`src/rtl/crs_pkg.sv`:
```
package crs_pkg;
  localparam int ADDR_W   = 7;
  localparam int DATA_W   = 16;
  localparam int FIELD_W  = 6;
  localparam int FRAC_W   = 3;
  localparam int HI_LSB   = 6;
  localparam int LO_LSB   = 0;
  localparam int FRAC_LSB = 12;
  localparam int FEN_BIT  = 11;
  localparam logic [ADDR_W-1:0] ADDR_CNT1 = 7'h08;
  localparam logic [ADDR_W-1:0] ADDR_CNT2 = 7'h09;

  typedef enum logic [2:0] {
    S_IDLE, S_WR1, S_WAIT1, S_WR2, S_WAIT2, S_REL, S_LOCK
  } seq_state_e;
endpackage

```
`src/rtl/crs_div_encode.sv`:
```
module crs_div_encode
  import crs_pkg::*;
#(
  parameter int INT_W   = 7,
  parameter int MIN_DIV = 2,
  parameter int MAX_DIV = 64
) (
  input  logic [INT_W-1:0]  div_int,
  input  logic [FRAC_W-1:0] div_frac,
  output logic              ok,
  output logic [DATA_W-1:0] word_cnt1,
  output logic [DATA_W-1:0] word_cnt2
);
  logic [INT_W-1:0] hi_t;
  logic [INT_W-1:0] lo_t;

  always_comb begin
    ok = (div_int >= INT_W'(MIN_DIV)) && (div_int <= INT_W'(MAX_DIV));
    hi_t = div_int >> 1;
    lo_t = div_int - hi_t;
    word_cnt1 = '0;
    word_cnt1[HI_LSB +: FIELD_W] = hi_t[FIELD_W-1:0];
    word_cnt1[LO_LSB +: FIELD_W] = lo_t[FIELD_W-1:0];
    word_cnt2 = '0;
    word_cnt2[FRAC_LSB +: FRAC_W] = div_frac;
    word_cnt2[FEN_BIT] = |div_frac;
  end
endmodule

```
`src/rtl/crs_wait_timer.sv`:
```
module crs_wait_timer #(
  parameter int CNT_W = 8
) (
  input  logic             clk,
  input  logic             rst_n,
  input  logic             clear,
  input  logic             tick,
  output logic [CNT_W-1:0] count
);
  logic [CNT_W-1:0] count_d;

  always_comb begin
    count_d = count;
    if (clear)     count_d = '0;
    else if (tick) count_d = count + 1'b1;
  end

  always_ff @(posedge clk or negedge rst_n) begin
    if (!rst_n)              count <= '0;
    else if (clear || tick)  count <= count_d;
  end
endmodule

```
`src/rtl/clkdiv_reprog_seq.sv`:
```
module clkdiv_reprog_seq
  import crs_pkg::*;
#(
  parameter int INT_W    = 7,
  parameter int MIN_DIV  = 2,
  parameter int MAX_DIV  = 64,
  parameter int RDY_TMO  = 64,
  parameter int LOCK_TMO = 4096
) (
  input  logic              clk,
  input  logic              rst_n,
  input  logic              start_i,
  input  logic [INT_W-1:0]  div_int_i,
  input  logic [FRAC_W-1:0] div_frac_i,
  output logic [ADDR_W-1:0] cfg_addr_o,
  output logic [DATA_W-1:0] cfg_wdata_o,
  output logic              cfg_en_o,
  output logic              cfg_we_o,
  input  logic              cfg_rdy_i,
  input  logic              lock_i,
  output logic              tile_rst_o,
  output logic              busy_o,
  output logic              done_o,
  output logic              err_o
);
  localparam int TMO_MAX = (RDY_TMO > LOCK_TMO) ? RDY_TMO : LOCK_TMO;
  localparam int CNT_W   = $clog2(TMO_MAX + 1);
  localparam logic [CNT_W-1:0] RDY_LAST  = CNT_W'(RDY_TMO - 1);
  localparam logic [CNT_W-1:0] LOCK_LAST = CNT_W'(LOCK_TMO - 1);

  seq_state_e state_q, state_d;
  logic [DATA_W-1:0] w1_q, w2_q, w1_c, w2_c;
  logic div_ok, load;
  logic done_q, done_d, err_q, err_d;
  logic tmr_clr, tmr_tick;
  logic [CNT_W-1:0] tmr_cnt;

  crs_div_encode #(.INT_W(INT_W), .MIN_DIV(MIN_DIV), .MAX_DIV(MAX_DIV)) u_enc (
    .div_int(div_int_i), .div_frac(div_frac_i),
    .ok(div_ok), .word_cnt1(w1_c), .word_cnt2(w2_c)
  );

  crs_wait_timer #(.CNT_W(CNT_W)) u_tmr (
    .clk(clk), .rst_n(rst_n), .clear(tmr_clr), .tick(tmr_tick), .count(tmr_cnt)
  );

  always_comb begin
    state_d  = state_q;
    load     = 1'b0;
    done_d   = 1'b0;
    err_d    = 1'b0;
    tmr_clr  = 1'b0;
    tmr_tick = 1'b0;
    case (state_q)
      S_IDLE: if (start_i) begin
        if (div_ok) begin
          load    = 1'b1;
          state_d = S_WR1;
        end else begin
          err_d = 1'b1;
        end
      end
      S_WR1: begin
        tmr_clr = 1'b1;
        state_d = S_WAIT1;
      end
      S_WAIT1: begin
        if (cfg_rdy_i)                state_d = S_WR2;
        else if (tmr_cnt == RDY_LAST) begin err_d = 1'b1; state_d = S_IDLE; end
        else                          tmr_tick = 1'b1;
      end
      S_WR2: begin
        tmr_clr = 1'b1;
        state_d = S_WAIT2;
      end
      S_WAIT2: begin
        if (cfg_rdy_i)                state_d = S_REL;
        else if (tmr_cnt == RDY_LAST) begin err_d = 1'b1; state_d = S_IDLE; end
        else                          tmr_tick = 1'b1;
      end
      S_REL: begin
        tmr_clr = 1'b1;
        state_d = S_LOCK;
      end
      S_LOCK: begin
        if (lock_i)                    begin done_d = 1'b1; state_d = S_IDLE; end
        else if (tmr_cnt == LOCK_LAST) begin err_d = 1'b1; state_d = S_IDLE; end
        else                           tmr_tick = 1'b1;
      end
      default: state_d = S_IDLE;
    endcase
  end

  always_ff @(posedge clk or negedge rst_n) begin
    if (!rst_n) begin
      state_q <= S_IDLE;
      done_q  <= 1'b0;
      err_q   <= 1'b0;
    end else begin
      state_q <= state_d;
      done_q  <= done_d;
      err_q   <= err_d;
    end
  end

  always_ff @(posedge clk or negedge rst_n) begin
    if (!rst_n) begin
      w1_q <= '0;
      w2_q <= '0;
    end else if (load) begin
      w1_q <= w1_c;
      w2_q <= w2_c;
    end
  end

  always_comb begin
    cfg_en_o    = (state_q == S_WR1) || (state_q == S_WR2);
    cfg_we_o    = cfg_en_o;
    cfg_addr_o  = ((state_q == S_WR2) || (state_q == S_WAIT2)) ? ADDR_CNT2 : ADDR_CNT1;
    cfg_wdata_o = (state_q == S_WR2) ? w2_q : ((state_q == S_WR1) ? w1_q : '0);
    tile_rst_o  = (state_q == S_WR1) || (state_q == S_WAIT1) ||
                  (state_q == S_WR2) || (state_q == S_WAIT2);
    busy_o      = (state_q != S_IDLE);
    done_o      = done_q;
    err_o       = err_q;
  end

  AST_EN_SINGLE: assert property (@(posedge clk) disable iff (!rst_n)
    cfg_en_o |=> !cfg_en_o);
  AST_WRITE_UNDER_RST: assert property (@(posedge clk) disable iff (!rst_n)
    cfg_en_o |-> tile_rst_o);
  AST_SECOND_AFTER_RDY: assert property (@(posedge clk) disable iff (!rst_n)
    (cfg_en_o && cfg_addr_o == ADDR_CNT2) |-> $past(cfg_rdy_i));
  AST_FRAC_ENABLE: assert property (@(posedge clk) disable iff (!rst_n)
    (cfg_en_o && cfg_addr_o == ADDR_CNT2) |->
      (cfg_wdata_o[FEN_BIT] == (cfg_wdata_o[FRAC_LSB +: FRAC_W] != '0)));
  AST_DONE_AFTER_LOCK: assert property (@(posedge clk) disable iff (!rst_n)
    done_o |-> $past(lock_i));
  AST_END_FLAGGED: assert property (@(posedge clk) disable iff (!rst_n)
    $fell(busy_o) |-> (done_o ^ err_o));
  AST_DIV_RANGE: assert property (@(posedge clk) disable iff (!rst_n)
    (cfg_en_o && cfg_addr_o == ADDR_CNT1) |->
      ((32'(cfg_wdata_o[HI_LSB +: FIELD_W]) + 32'(cfg_wdata_o[LO_LSB +: FIELD_W]) >= MIN_DIV) &&
       (32'(cfg_wdata_o[HI_LSB +: FIELD_W]) + 32'(cfg_wdata_o[LO_LSB +: FIELD_W]) <= MAX_DIV)));
endmodule

```
`config.mk`:
```
export PLATFORM = sky130hd
export DESIGN_NAME = clkdiv_reprog_seq
export DESIGN_NICKNAME = d
export VERILOG_FILES = /design/src/rtl/crs_pkg.sv /design/src/rtl/crs_div_encode.sv /design/src/rtl/crs_wait_timer.sv /design/src/rtl/clkdiv_reprog_seq.sv
export SDC_FILE = /design/constraint.sdc
export NUM_CORES = 1
export LEC_CHECK = 0
export ABC_AREA = 1
export BUFFER_PORTS_ARGS = -buffer_cell sky130_fd_sc_hd__clkbuf_2
export CAP_MARGIN = 25
export CORE_ASPECT_RATIO = 0.9
export CORE_MARGIN = 2
export CORE_UTILIZATION = 53
export CTS_BUF_LIST = sky130_fd_sc_hd__clkbuf_4 sky130_fd_sc_hd__clkbuf_8 sky130_fd_sc_hd__clkbuf_16
export CTS_CLUSTER_DIAMETER = 80
export DETAILED_ROUTE_END_ITERATION = 8
export PLACE_DENSITY = 0.76
export SLEW_MARGIN = 20
export SYNTH_ARGS = -nofsm -noshare
export SYNTH_HDL_FRONTEND = slang
export SYNTH_SLANG_ARGS = --single-unit
```
`constraint.sdc`:
```
create_clock -name clk -period 4.3 [get_ports clk]
set_clock_uncertainty 0.2 [all_clocks]
set_input_delay 0.43 -clock clk [delete_from_list [all_inputs] [get_ports clk]]
set_output_delay 0.43 -clock clk [all_outputs]
set_load 0.1 [all_outputs]
```
* Word-level counts from Yosys, hierarchy flattened
Index checks and enable logic that the tools add are counted.
** Word-level totals
- Register bits after elaboration :: 34
- Bits of input ports :: 15
- Output and inout port bits :: 29
- Word-level logic and storage cells :: 67
** Cells by class
- $add $sub $neg :: 2
- $lt $le $gt $ge :: 2
- Equality and inequality tests :: 11
- Mux-type cells :: 31
- Reduce and logical (&&, ||, !) cells :: 15
** Operators with widths (count)
- $mux 13 :: 2
- $mux 3 :: 7
- $pmux 3 s7 :: 1
- $mux 1 :: 17
- $mux 15 :: 1
- $add 13x1->13 const B :: 1
- $eq 13x12->1 const B :: 1
- $eq 13x6->1 const B :: 1
- $mux 12 :: 1
- $eq 3x3->1 const B :: 3
- $ge 7x2->1 const B :: 1
- $le 7x7->1 const B :: 1
- $eq 3x2->1 const B :: 2
- $logic_or 1x1->1 :: 6
- $reduce_or 3->1 :: 2
- $sub 6x6->6 :: 1
- $ne 2x2->1 const B :: 2
- $eq 3x1->1 const B :: 1
- $logic_not 3->1 :: 1
- $ne 3x3->1 const B :: 1
- $pmux 1 s3 :: 1
- $reduce_and 3->1 :: 1
- $reduce_bool 3->1 :: 1
- $pmux 1 s2 :: 1
- other kinds (4) :: 4

* Logic depth before layout (Yosys ltp)
- Depth in word-level cells :: 6
- Mapped depth :: 11
- Depth with buffers taken out :: 10

* Cells and area by module
A second synthesis with hierarchy kept.
** Unflattened totals
- Cell total of the unflattened synthesis :: 455
- Area, all modules :: 3440.8 µm²
** By module, submodules not included
- clkdiv_reprog_seq :: times used 1, cells each 268, area an instance 2129.5 µm², seq. area each 925.9 µm²
- crs_wait_timer :: times used 1, cells each 95, area an instance 704.4 µm², seq. area each 325.3 µm²
- crs_div_encode :: times used 1, cells each 92, area an instance 606.8 µm², seq. area each 0.0 µm²

* Worst setup path after synthesis
No wires, ideal clock.
- Path type :: register -> output
- From :: register state_q[0]
- To :: output cfg_wdata_o[12]
- Data arrival time :: 3.635 ns
- Required time :: 3.670 ns
- Path slack :: 0.035 ns
- Stages on the path, launching flop included :: 5
- Buffers on the path :: 0
- Path through :: dfrtp_1 > inv_1 > nor2_1 > nand2_1 > nor2_1
** On the way
- Cells in the longest elaborated chain, start to end :: 2
** Ends and longest elaborated chain
- start, declared :: line clkdiv_reprog_seq.sv:31 : seq_state_e state_q, state_d;
- start signal, assigned :: line clkdiv_reprog_seq.sv:100 : state_q <= state_d;
- $eq 3x2->1 :: line clkdiv_reprog_seq.sv:120 : cfg_wdata_o = (state_q == S_WR2) ? w2_q : ((state_q == S_WR1) ? w1_q : '0);
- $mux 15 :: line clkdiv_reprog_seq.sv:120
- end, declared :: line clkdiv_reprog_seq.sv:16 : output logic [DATA_W-1:0] cfg_wdata_o,
Every way passes these cells.

* Worst setup path in the final report
- From :: register state_q[0]
- To :: output cfg_wdata_o[4]
** On the way
- Cells in the longest elaborated chain, start to end :: 3
- Elaborated cells on any way between the ends :: 4
- Those cells by class :: eq/ne: 2; mux: 2
** Ends and longest elaborated chain (line)
- $eq 3x1->1 :: clkdiv_reprog_seq.sv:120
- $mux 12 :: clkdiv_reprog_seq.sv:120
- $mux 15 (*) :: clkdiv_reprog_seq.sv:120
Every way passes the cells marked *; elsewhere a longest branch is shown, timed or not.

==> impl_metrics.tcl <==
set metrics [dict create \
    clk_latency_ps 280 \
    row_count 23 \
    grt_use_total_pct 20.1 \
    core-area_um2 4550 \
    cp-start-kind "register" \
    ys_seq_area_share_pct 33.5 \
    peakVddDrop_v 0.000320 \
    drtAntennaViolNets 0 \
    die_y_um 69.7 \
    synth_cell_types 33 \
    max_stage_delay_ps 480 \
    grt_pass1_wl_um 8980 \
    crit_top_cell "nor2_1" \
    status "completed" \
    holdWs_ps 46.1 \
    grt_max_degree 35 \
    synth_area_um2 2540 \
    cts_buffer_depth 2 \
    place_hpwl_um 3700 \
    power_leakage_nw 1.54 \
    path_buf_inv 2 \
    place_congestion 0.861 \
    post_drt_wl_per_cell_um 11.7 \
    cts_root_buf "clkbuf_8" \
    numCtsBuffers 5 \
    slew_headroom_pct 42.7 \
    cts_resized 0 \
    via_per_inst 5.09 \
    n_antenna_cell 0 \
    drc 0 \
    pin_count 44 \
    dieArea_um2 5370 \
    antenna_found_initial 0 \
    cellPowerDensity_nw_per_um2 607 \
    cts_hold_buf 0 \
    crit_chain "inv_1, nor2_1, nand2_1, nor2_1, clkbuf_2" \
    syn_to_final_growth_pct 9.60 \
    layout.nets 397 \
    ys_warn_count 0 \
    cp.arrival_ps 2160 \
    drv_cap 0 \
    synth-seq-cells 34 \
    firstDrtPassIters 4 \
    htreeDepth 2 \
    wl_um 5020 \
    setup_viol 0 \
    synth_cells 334 \
    fin_crit_ps 2790 \
    cts.sinks 34 \
    grt_overflow 0 \
    period_share_pct 64.8 \
    slew_viol_final 0 \
    synthFlopType "dfrtp_1" \
    hp-class "input port to async pin" \
    die_w_um 77.0 \
    tns_ps 0 \
    max_slew.worst_pin.slew_ps 859 \
    crit_family "simple AND/OR/NAND/NOR gates" \
    critPathKind "register to output port" \
    endpoint_kind "output port" \
    grt_pass1_vias 2096 \
    cp_slowest_cell "clkbuf_2" \
    drive_gt1_share_pct 21.7 \
    drtIter0Drc 111 \
    syn_area_per_cell_um2 7.61 \
    hold_viol 0 \
    rsz0062_at_grt "false" \
    clkTransAtPathRegs_ps 70 \
    via_count 2190 \
    portBuffers 36 \
    fillCellCount 435 \
    clock.fmax_mhz 359 \
    critPathRequiredTime_ps 3670 \
    synth_edf_count 0 \
    cts_tree "built" \
    async_flop_share_pct 100 \
    start_util_pct 55.9 \
    cp_max_fo 12 \
    cts_setup_buffers 0 \
]
==> worst paths after layout <==
check                                             from                    endpoint  slack [ps]  cells past startpoint
worst min-delay path                             rst_n         w1_q[9]$_DFFE_PN0P_          50                      1
max in group asynchronous                        rst_n  u_tmr.count[4]$_DFFE_PN0P_        3310                      1
worst min register to register     w1_q[6]$_DFFE_PN0P_         w1_q[6]$_DFFE_PN0P_         290                      2
worst max register to register  state_q[1]$_DFFE_PN0P_        w2_q[14]$_DFFE_PN0P_        2250                      7
worst max-delay path            state_q[0]$_DFFE_PN0P_              cfg_wdata_o[4]        1510                      5
min in group clk                         div_frac_i[1]        w2_q[13]$_DFFE_PN0P_         170                      3
==> kinds of logic (layout without fill, tap and decap cells) <==
family	count (synthesis)	in the layout	synth area share [%]
AND/OR/NAND/NOR	182	182	37.1
adder cells (fa/ha/maj)	15	15	7.68
flip-flops	34	34	33.5
AO/OA/AOI/OAI	25	25	5.91
XOR/XNOR	6	6	2.07
other	2	7	0.295
buffers and inverters	70	99	13.5
==> cells in the mapped netlist (3+ instances only) <==
cell / instances / area (um2)
nand4_1: 21 / 131
nor2_1: 33 / 124
ha_1: 14 / 175
xor2_1: 4 / 35.0
nand2_1: 75 / 282
dfrtp_1: 34 / 851
nor2_2: 3 / 18.8
nor2_4: 3 / 33.8
buf_6: 3 / 33.8
inv_1: 51 / 191
buf_4: 10 / 75.1
o21ai_1: 3 / 15.0
nand3_1: 22 / 110
o21ai_0: 14 / 70.1
nand2_2: 8 / 50.1
nand3_2: 11 / 110
==> area by class of cell <==
| type | instances | area [um2] | share of cell area (%) |
|---|---|---|---|
| multi-input cells | 235 | 1370 | 49.1 |
| flip-flops and latches | 34 | 851 | 30.5 |
| inverters | 54 | 204 | 7.32 |
| repair buffers | 37 | 191 | 6.87 |
| clock buffers | 7 | 90.1 | 3.23 |
| well taps | 62 | 77.6 | 2.78 |
| clock inverters | 1 | 5.00 | 0.180 |
==> state kept, by name, indices dropped and copies added (netlist names) <==
| name | flops |
|---|---|
| w2_q | 4 |
| state_q | 3 |
| err_o | 1 |
| w1_q | 12 |
| u_tmr.count | 13 |
| done_o | 1 |
==> metal layers <==
layer  up-vias  part of all wire, %  track usage (%)
met5         -                    0                0
met4         0                  1.2             5.56
met3         7                  3.4             3.26
met2        38                   49             36.1
met1      1032                   46             24.9
li1       1113                    -                -
==> layout by cell type, fill, tap and decap left out, drive strengths merged <==
cell / instances
conb: 7
ha: 14
xnor2: 2
fa: 1
buf: 1
xor2: 4
clkbuf: 43
a21o: 1
o211ai: 2
nor2: 39
o21a: 1
nand3: 33
dfrtp: 34
a21oi: 3
clkinv: 2
inv: 53
o21ai: 18
nor3: 2
nand2: 87
nand4: 21
==> through the flow <==
step | util [%] | std cells | setup WS (ps) | instance area (um2) | total power, mW
6_report | 61.3 | 430 | 1510 | 2790 | 1.69
4_1_cts | 61.0 | 429 | 1490 | 2780 | 1.69
5_1_grt | 61.3 | 430 | 1270 | 2790 | 1.80
3_5_place_dp | 58.9 | 421 | 1810 | 2680 | 1.44
2_1_floorplan | - | 339 | 34.8 | 2560 | 1.33
3_3_place_gp | 58.9 | 421 | 1890 | 2680 | 1.42
==> worst register-to-register path: stages, from the launching register on <==
cell     delay, ps
dfrtp_1        460
nor2_2         150
nand2_1        130
nor2_2         140
nand3_2        350
inv_1          360
nand2_1         90
o21ai_0         80
==> power by group <==
| group | leakage, nW | internal, mW | switching (mW) |
|---|---|---|---|
| Clock | 0.0517 | 0.136 | 0.116 |
| Sequential | 0.444 | 0.415 | 0.0661 |
| Combinational | 1.05 | 0.176 | 0.784 |
| Total | 1.54 | 0.726 | 0.966 |
Note: power is estimated with default switching activity, not from simulation.
